$ cat config.mk
export PLATFORM = sky130hd
export DESIGN_NAME = testpat_mux
export DESIGN_NICKNAME = d
export VERILOG_FILES = /design/src/rtl/tpg_pkg.sv /design/src/rtl/tpg_ramp.sv /design/src/rtl/tpg_check.sv /design/src/rtl/tpg_select.sv /design/src/rtl/testpat_mux.sv
export SDC_FILE = /design/constraint.sdc
export NUM_CORES = 1
export LEC_CHECK = 0
export ABC_AREA = 1
export BUFFER_PORTS_ARGS = -buffer_cell sky130_fd_sc_hd__clkbuf_2
export CORE_MARGIN = 1.5
export CORE_UTILIZATION = 55
export DETAILED_ROUTE_END_ITERATION = 6
export HOLD_SLACK_MARGIN = 0.12
export PLACE_DENSITY_LB_ADDON = 0.12
export SLEW_MARGIN = 10
export SYNTH_ARGS = -nofsm -noshare
export SYNTH_HDL_FRONTEND = slang
export SYNTH_HIERARCHICAL = 1
export SYNTH_SLANG_ARGS = --single-unit
export TNS_END_PERCENT = 50
$ cat constraint.sdc
create_clock -name clk -period 3.8 [get_ports clk]
set_input_delay 0.38 -clock clk [delete_from_list [all_inputs] [get_ports clk]]
set_output_delay 0.38 -clock clk [all_outputs]
set_load 0.02 [all_outputs]
$ cat src/rtl/tpg_pkg.sv
package tpg_pkg;
  typedef enum logic [1:0] {
    PM_CONST = 2'b00,
    PM_RAMP  = 2'b01,
    PM_CHECK = 2'b10,
    PM_RSVD  = 2'b11
  } pat_mode_e;
endpackage

$ cat src/rtl/tpg_ramp.sv
module tpg_ramp #(
  parameter int DATA_W     = 16,
  parameter int CODE_W     = 2,
  parameter int STEP_SHIFT = 10
) (
  input  logic              clk,
  input  logic              rst,
  input  logic              en,
  input  logic              adv,
  input  logic [CODE_W-1:0] step_code,
  output logic [DATA_W-1:0] value
);
  logic [DATA_W-1:0] step_units;
  logic [DATA_W-1:0] step;

  assign step_units = DATA_W'(step_code) + DATA_W'(1);
  assign step       = step_units << STEP_SHIFT;

  always_ff @(posedge clk) begin
    if (rst || !en) value <= '0;
    else if (adv)   value <= value + step;
  end

  assert_ramp_clear_R9: assert property (@(posedge clk) disable iff (rst)
    !en |=> value == '0);
  assert_ramp_advance_R6: assert property (@(posedge clk) disable iff (rst)
    (en && adv) |=> value == DATA_W'($past(value) + (DATA_W'($past(step_code)) + DATA_W'(1)) * (1 << STEP_SHIFT)));
  assert_ramp_hold_R9: assert property (@(posedge clk) disable iff (rst)
    (en && !adv) |=> $stable(value));
endmodule

$ cat src/rtl/tpg_check.sv
module tpg_check #(
  parameter int DATA_W = 16
) (
  input  logic              clk,
  input  logic              rst,
  input  logic              en,
  input  logic              adv,
  output logic [DATA_W-1:0] word
);
  logic              phase;
  logic [DATA_W-1:0] odd_word;

  for (genvar i = 0; i < DATA_W; i++) begin : g_bits
    localparam logic BITV = (i % 2) == 1;
    assign odd_word[i] = BITV;
  end

  always_ff @(posedge clk) begin
    if (rst || !en) phase <= 1'b0;
    else if (adv)   phase <= ~phase;
  end

  assign word = phase ? ~odd_word : odd_word;

  assert_check_toggle_R7: assert property (@(posedge clk) disable iff (rst)
    (en && adv) |=> word == ~$past(word));
  assert_check_restart_R9: assert property (@(posedge clk) disable iff (rst)
    !en |=> word == odd_word);
endmodule

$ cat src/rtl/tpg_select.sv
module tpg_select
  import tpg_pkg::*;
#(
  parameter int DATA_W = 16
) (
  input  logic              en,
  input  logic [1:0]        mode,
  input  logic [DATA_W-1:0] smp_a,
  input  logic [DATA_W-1:0] smp_b,
  input  logic [DATA_W-1:0] const_a,
  input  logic [DATA_W-1:0] const_b,
  input  logic [DATA_W-1:0] ramp,
  input  logic [DATA_W-1:0] check,
  output logic [DATA_W-1:0] nxt_a,
  output logic [DATA_W-1:0] nxt_b
);
  pat_mode_e sel;
  assign sel = pat_mode_e'(mode);

  always_comb begin
    nxt_a = smp_a;
    nxt_b = smp_b;
    if (en) begin
      case (sel)
        PM_CONST: begin nxt_a = const_a; nxt_b = const_b; end
        PM_RAMP:  begin nxt_a = ramp;    nxt_b = ramp;    end
        PM_CHECK: begin nxt_a = check;   nxt_b = check;   end
        default:  begin nxt_a = '0;      nxt_b = '0;      end
      endcase
    end
  end
endmodule

$ cat src/rtl/testpat_mux.sv
module testpat_mux #(
  parameter int DATA_W     = 16,
  parameter int CODE_W     = 2,
  parameter int STEP_SHIFT = 10
) (
  input  logic              clk,
  input  logic              rst,
  input  logic [DATA_W-1:0] smp_a,
  input  logic [DATA_W-1:0] smp_b,
  input  logic              rd_stb,
  input  logic              pat_en,
  input  logic [1:0]        pat_mode,
  input  logic [CODE_W-1:0] ramp_step,
  input  logic [DATA_W-1:0] const_a,
  input  logic [DATA_W-1:0] const_b,
  output logic [DATA_W-1:0] out_a,
  output logic [DATA_W-1:0] out_b
);
  logic [DATA_W-1:0] ramp_val;
  logic [DATA_W-1:0] check_val;
  logic [DATA_W-1:0] nxt_a;
  logic [DATA_W-1:0] nxt_b;

  tpg_ramp #(.DATA_W(DATA_W), .CODE_W(CODE_W), .STEP_SHIFT(STEP_SHIFT)) u_ramp (
    .clk(clk), .rst(rst), .en(pat_en), .adv(rd_stb),
    .step_code(ramp_step), .value(ramp_val)
  );

  tpg_check #(.DATA_W(DATA_W)) u_check (
    .clk(clk), .rst(rst), .en(pat_en), .adv(rd_stb), .word(check_val)
  );

  tpg_select #(.DATA_W(DATA_W)) u_sel (
    .en(pat_en), .mode(pat_mode), .smp_a(smp_a), .smp_b(smp_b),
    .const_a(const_a), .const_b(const_b), .ramp(ramp_val), .check(check_val),
    .nxt_a(nxt_a), .nxt_b(nxt_b)
  );

  always_ff @(posedge clk) begin
    if (rst) begin
      out_a <= '0;
      out_b <= '0;
    end else if (rd_stb) begin
      out_a <= nxt_a;
      out_b <= nxt_b;
    end
  end

  assert_out_hold_R2: assert property (@(posedge clk) disable iff (rst)
    !rd_stb |=> $stable(out_a) && $stable(out_b));
  assert_bypass_R3: assert property (@(posedge clk) disable iff (rst)
    (rd_stb && !pat_en) |=> out_a == $past(smp_a) && out_b == $past(smp_b));
  assert_const_R4: assert property (@(posedge clk) disable iff (rst)
    (rd_stb && pat_en && pat_mode == 2'b00) |=> out_a == $past(const_a) && out_b == $past(const_b));
  assert_check_pair_R7: assert property (@(posedge clk) disable iff (rst)
    (rd_stb && pat_en && pat_mode == 2'b10) |=> out_a == out_b && $countones(out_a) == DATA_W / 2);
  assert_reserved_R8: assert property (@(posedge clk) disable iff (rst)
    (rd_stb && pat_en && pat_mode == 2'b11) |=> out_a == '0 && out_b == '0);
endmodule

# Word-level counts from Yosys, hierarchy flattened
# Cells that the tools add are included.
[word_totals] ff_bits=49 in_bits=72 output_inout_bits=32 elab_cells=17
[classes] add_sub_neg=2 eq_ne=2 muxes=5 n_bitwise=1 reduce_logical=3
[ops] operator="$pmux 16 s3" n=2
[ops] operator="$mux 16" n=3
[ops] operator="$add 16x16->16" n=1
[ops] operator="$add 2x1->3 const B" n=1
[ops] operator="$eq 2x1->1 const B" n=1
[ops] operator="$eq 2x2->1 const B" n=1
[ops] operator="$logic_not 2->1" n=1
[ops] operator="$logic_not 1->1" n=1
[ops] operator="$logic_or 1x1->1" n=1
[ops] operator="$not 1->1" n=1

# Logic depth before layout (Yosys ltp)
[depth] ltp_word=3 depth_mapped=11 ltp_nobuf=9

# Modules after synthesis
# Netlist, hierarchy kept.
[by_module_without_submodules] mod="testpat_mux" instances=1 cells_each=203 area_each_um2=1338.8 seq_area_each_um2=640.6
[by_module_without_submodules] mod="tpg_select" instances=1 cells_each=212 area_each_um2=968.4 seq_area_each_um2=0.0
[by_module_without_submodules] mod="tpg_ramp" instances=1 cells_each=68 area_each_um2=485.5 seq_area_each_um2=120.1
[by_module_without_submodules] mod="tpg_check" instances=1 cells_each=24 area_each_um2=170.2 seq_area_each_um2=20.0

# Worst setup path before layout
# OpenSTA, ideal clock, no wires.
[synth_path] path_kind="input-to-reg" from="in ramp_step[0]" to="reg u_ramp.value[14]" setup_time_ps=118 arrival_ps=1420 required_time_ps=3682 slack_ps=2262 cell_stages=7 cell_sequence="ha_1 inv_1 fa_1 o21ai_1 nand2_1 nand2_1 a21oi_1"
[synth_via] elab_chain_len=2
[synth_lines] element="start: declaration" line="testpat_mux.sv:13" source="input logic [CODE_W-1:0] ramp_step,"
[synth_lines] element="$add 2x1->3" line="tpg_ramp.sv:16" source="assign step_units = DATA_W'(step_code) + DATA_W'(1);"
[synth_lines] element="$add 16x16->16" line="tpg_ramp.sv:21" source="else if (adv) value <= value + step;"
[synth_lines] element="end signal: assignment" line="tpg_ramp.sv:21"
[synth_lines] element="end: declaration" line="tpg_ramp.sv:11" source="output logic [DATA_W-1:0] value"
# Every way passes these cells.
# A chain may end at the register's enable or synchronous reset.

# Final worst setup path
[layout_path] from="in pat_en" to="reg out_b[13]"
[layout_via] elab_chain_len=1
[layout_lines] element="start: declaration" line="testpat_mux.sv:11" source="input logic pat_en,"
[layout_lines] element="$mux 16" line="tpg_select.sv:23" source="if (en) begin"
[layout_lines] element="via nxt_b[13]" line="testpat_mux.sv:22" source="logic [DATA_W-1:0] nxt_b;"
[layout_lines] element="end signal: assignment" line="testpat_mux.sv:45" source="out_b <= nxt_b;"
[layout_lines] element="end: declaration" line="testpat_mux.sv:17" source="output logic [DATA_W-1:0] out_b"
# The timed path passes the listed nets, and every way through them passes these cells.

==> insert_results.sql <==
INSERT INTO impl_metrics (metric_group, metric, value, unit) VALUES
('drt', 'routed_wire_length_per_instance', '11.2', 'µm'),
('power_and_ir_drop', 'design_power_total', '1.08', 'mW'),
('drt', 'finalWirelength', '7240', 'µm'),
('hold_path', 'min_delay_worst_endpoint', 'u_check/phase$_SDFFE_PP0P_', ''),
('global_routing', 'grt_pass1_wl', '12500', 'µm'),
('worst_setup_path', 'worst-path-max-fanout', '35', ''),
('place', 'post-place-ws', '1640', 'ps'),
('power_and_ir_drop', 'power_frac_comb', '25.7', '%'),
('layout', 'final_core_util', '64.0', '%'),
('drt', 'detailroute.via_count', '3109', ''),
('sta', 'rsz_0062_raised_after_global_routing', 'no', ''),
('power_and_ir_drop', 'p_switching', '0.348', 'mW'),
('layout', 'drive_above_1_share', '21.4', '%'),
('yosys', 'synth_ff_type', 'dfxtp_1', ''),
('clock_tree', 'cts-root-buf', 'clkbuf_8', ''),
('yosys', 'yosys.area.top_type_share', '26.4', '%'),
('layout', 'fillers', '573', ''),
('clock_tree', 'tritoncts', 'yes', ''),
('power_and_ir_drop', 'switching_power_as_a_share_of_total_power', '32.2', '%'),
('floorplan', 'design.die.area', '5840', 'µm²'),
('yosys', 'async_reset_ff_share', '0', '%'),
('worst_setup_path', 'arrival', '2130', 'ps'),
('global_routing', 'grt_start_max_net_pins', '43', ''),
('sta', 'hold_viol_final', '0', ''),
('worst_setup_path', 'cp-end-kind', 'register', ''),
('yosys', 'synthesis.area_per_instance', '5.84', 'µm²'),
('layout', 'multiInputGateArea', '1590', 'µm²'),
('hold_path', 'timing.hold.worst.start', 'rst', ''),
('drt', 'drtIter0Drc', '171', ''),
('worst_setup_path', 'type_of_origin_of_the_critical_path', 'primary input', ''),
('clock_tree', 'clock-sinks', '39', ''),
('run_status', 'run_status', 'finished clean', ''),
('layout', 'final-instance-count-excl-fill', '646', ''),
('yosys', 'synth_area_leader_cell', 'dfxtp_1', ''),
('place', 'dp.cells', '638', ''),
('layout', 'n_antenna_cell', '0', ''),
('clock_tree', 'numCtsBuffers', '5', ''),
('power_and_ir_drop', 'peak_supply_drop', '155', 'µV'),
('yosys', 'syn_area', '2960', 'µm²'),
('hold_path', 'holdPathStages', '4', ''),
('yosys', 'synth_commonest_cells', 'nand2_1, nor2_1, nand3_1, inv_1, dfxtp_1', ''),
('worst_setup_path', 'rr_startpoint', 'u_ramp/value[10]$_SDFFE_PP0P_', ''),
('sta', 'fin_tns_setup', '0', 'ps'),
('layout', 'finalInstanceArea', '3290', 'µm²'),
('drt', 'detailedRoute.firstPassIterationCount', '4', ''),
('job', 'cap_viol_max_count', '0', ''),
('power_and_ir_drop', 'share_seq_of_total_power', '41.7', '%'),
('yosys', 'synth_area_leaders', 'dfxtp_1, nand2_1, nand3_1', ''),
('sta', 'fin_crit_sh', '49.6', '%'),
('worst_setup_path', 'r2r_cells', '6', ''),
('place', 'dp_hpwl', '5430', 'µm'),
('power_and_ir_drop', 'power.share.clock', '32.6', '%'),
('layout', 'layout.nets', '652', ''),
('clock_tree', 'cts-resized-gates', '0', ''),
('sta', 'drv_slew', '0', ''),
('floorplan', 'die_height', '76.4', 'µm'),
('global_routing', 'grt.overflow.total', '0', ''),
('worst_setup_path', 'timing.rr.end', 'u_ramp/value[14]$_SDFFE_PP0P_', ''),
('clock_tree', 'clk_path_buf_depth', '2', ''),
('power_and_ir_drop', 'p_int', '0.733', 'mW'),
('place', 'post_dp_cell_area', '3180', 'µm²'),
('clock_tree', 'holdBufCountCts', '0', ''),
('global_routing', 'gr-usage-met1', '32.8', '%'),
('place', 'place.port_buffers', '103', ''),
('drt', 'drc_errors', '0', ''),
('global_routing', 'grt.met2_usage', '46.2', '%'),
('drt', 'drt.antenna.violating_nets', '0', ''),
('sta', 'final.setup_skew', '10.9', 'ps'),
('yosys', 'synth.ff_latch_count', '39', ''),
('global_routing', 'vias_in_the_first_global_route', '2855', ''),
('drt', 'detail_route.vias_per_cell', '4.81', '');
cells by family after synthesis:
group	synth area share, %
AO/OA/AOI/OAI	1.01
XOR/XNOR	0.296
adder cells (fa/ha/maj)	2.36
buffers and inverters	21.2
flip-flops	26.4
other	0.127
AND/OR/NAND/NOR	48.6
how the worst max path moves through the flow:
stage,startpoint,endpoint,depth (start not counted)
floorplan,ramp_step[0],u_ramp/value[14]$_SDFFE_PP0P_,7
global placement,pat_en,out_b[9]$_SDFFE_PP0P_,8
detailed placement,pat_en,out_b[0]$_SDFFE_PP0P_,8
CTS,pat_en,out_b[0]$_SDFFE_PP0P_,8
global route,pat_en,out_b[1]$_SDFFE_PP0P_,8
finish,pat_en,out_b[13]$_SDFFE_PP0P_,8
registers in the layout (all words and copies together), names as in the netlist:
name           cells
out_b             16
u_ramp/value       6
out_a             16
u_check/phase      1
cell usage in the layout, fill, tap and decap left out:
cell type	n
nor2_2	2
inv_1	49
clkinv_4	1
nand4_1	1
clkbuf_8	5
nor2_4	1
bufinv_16	1
clkinv_2	1
conb_1	10
o21ai_1	2
nand3_1	67
fa_1	1
a21oi_1	3
ha_1	4
nor2_8	1
inv_2	4
nor2_1	70
nand2_4	1
nand2_2	2
buf_4	1
clkbuf_2	103
dfxtp_1	39
o21ai_0	1
nand2_1	205
xnor2_1	1
worst max-delay path, stage by stage:
cell,delay (ps)
clkbuf_2,380
inv_1,820
nand2_1,160
nand2_1,110
inv_1,40
nand2_1,50
nand2_1,60
nor2_1,100
final cells by class:
type / count / area share [%]
multi-input combinational: 372 / 48.3
clock inverter: 3 / 1.33
inverter: 53 / 6.05
tap: 70 / 2.66
clock buffer: 5 / 2.09
timing repair buffer: 104 / 15.9
sequential: 39 / 23.7
routing by layer:
metal / part of all wire [%] / vias to the layer above
met5: 0 / -
met4: 1.7 / 0
met3: 5.8 / 12
met2: 48 / 98
met1: 45 / 1369
li1: - / 1630
power by group through the flow:
stage | clock [mW] | combinational (mW) | sequential [mW]
detailed placement | 0 | 0.276 | 0.460
global placement | 0 | 0.271 | 0.459
finish | 0.353 | 0.278 | 0.450
CTS | 0.355 | 0.277 | 0.450
floorplan | 0 | 0.190 | 0.489
global route | 0.378 | 0.317 | 0.454
No activity file was read; power rests on OpenSTA's default activity.
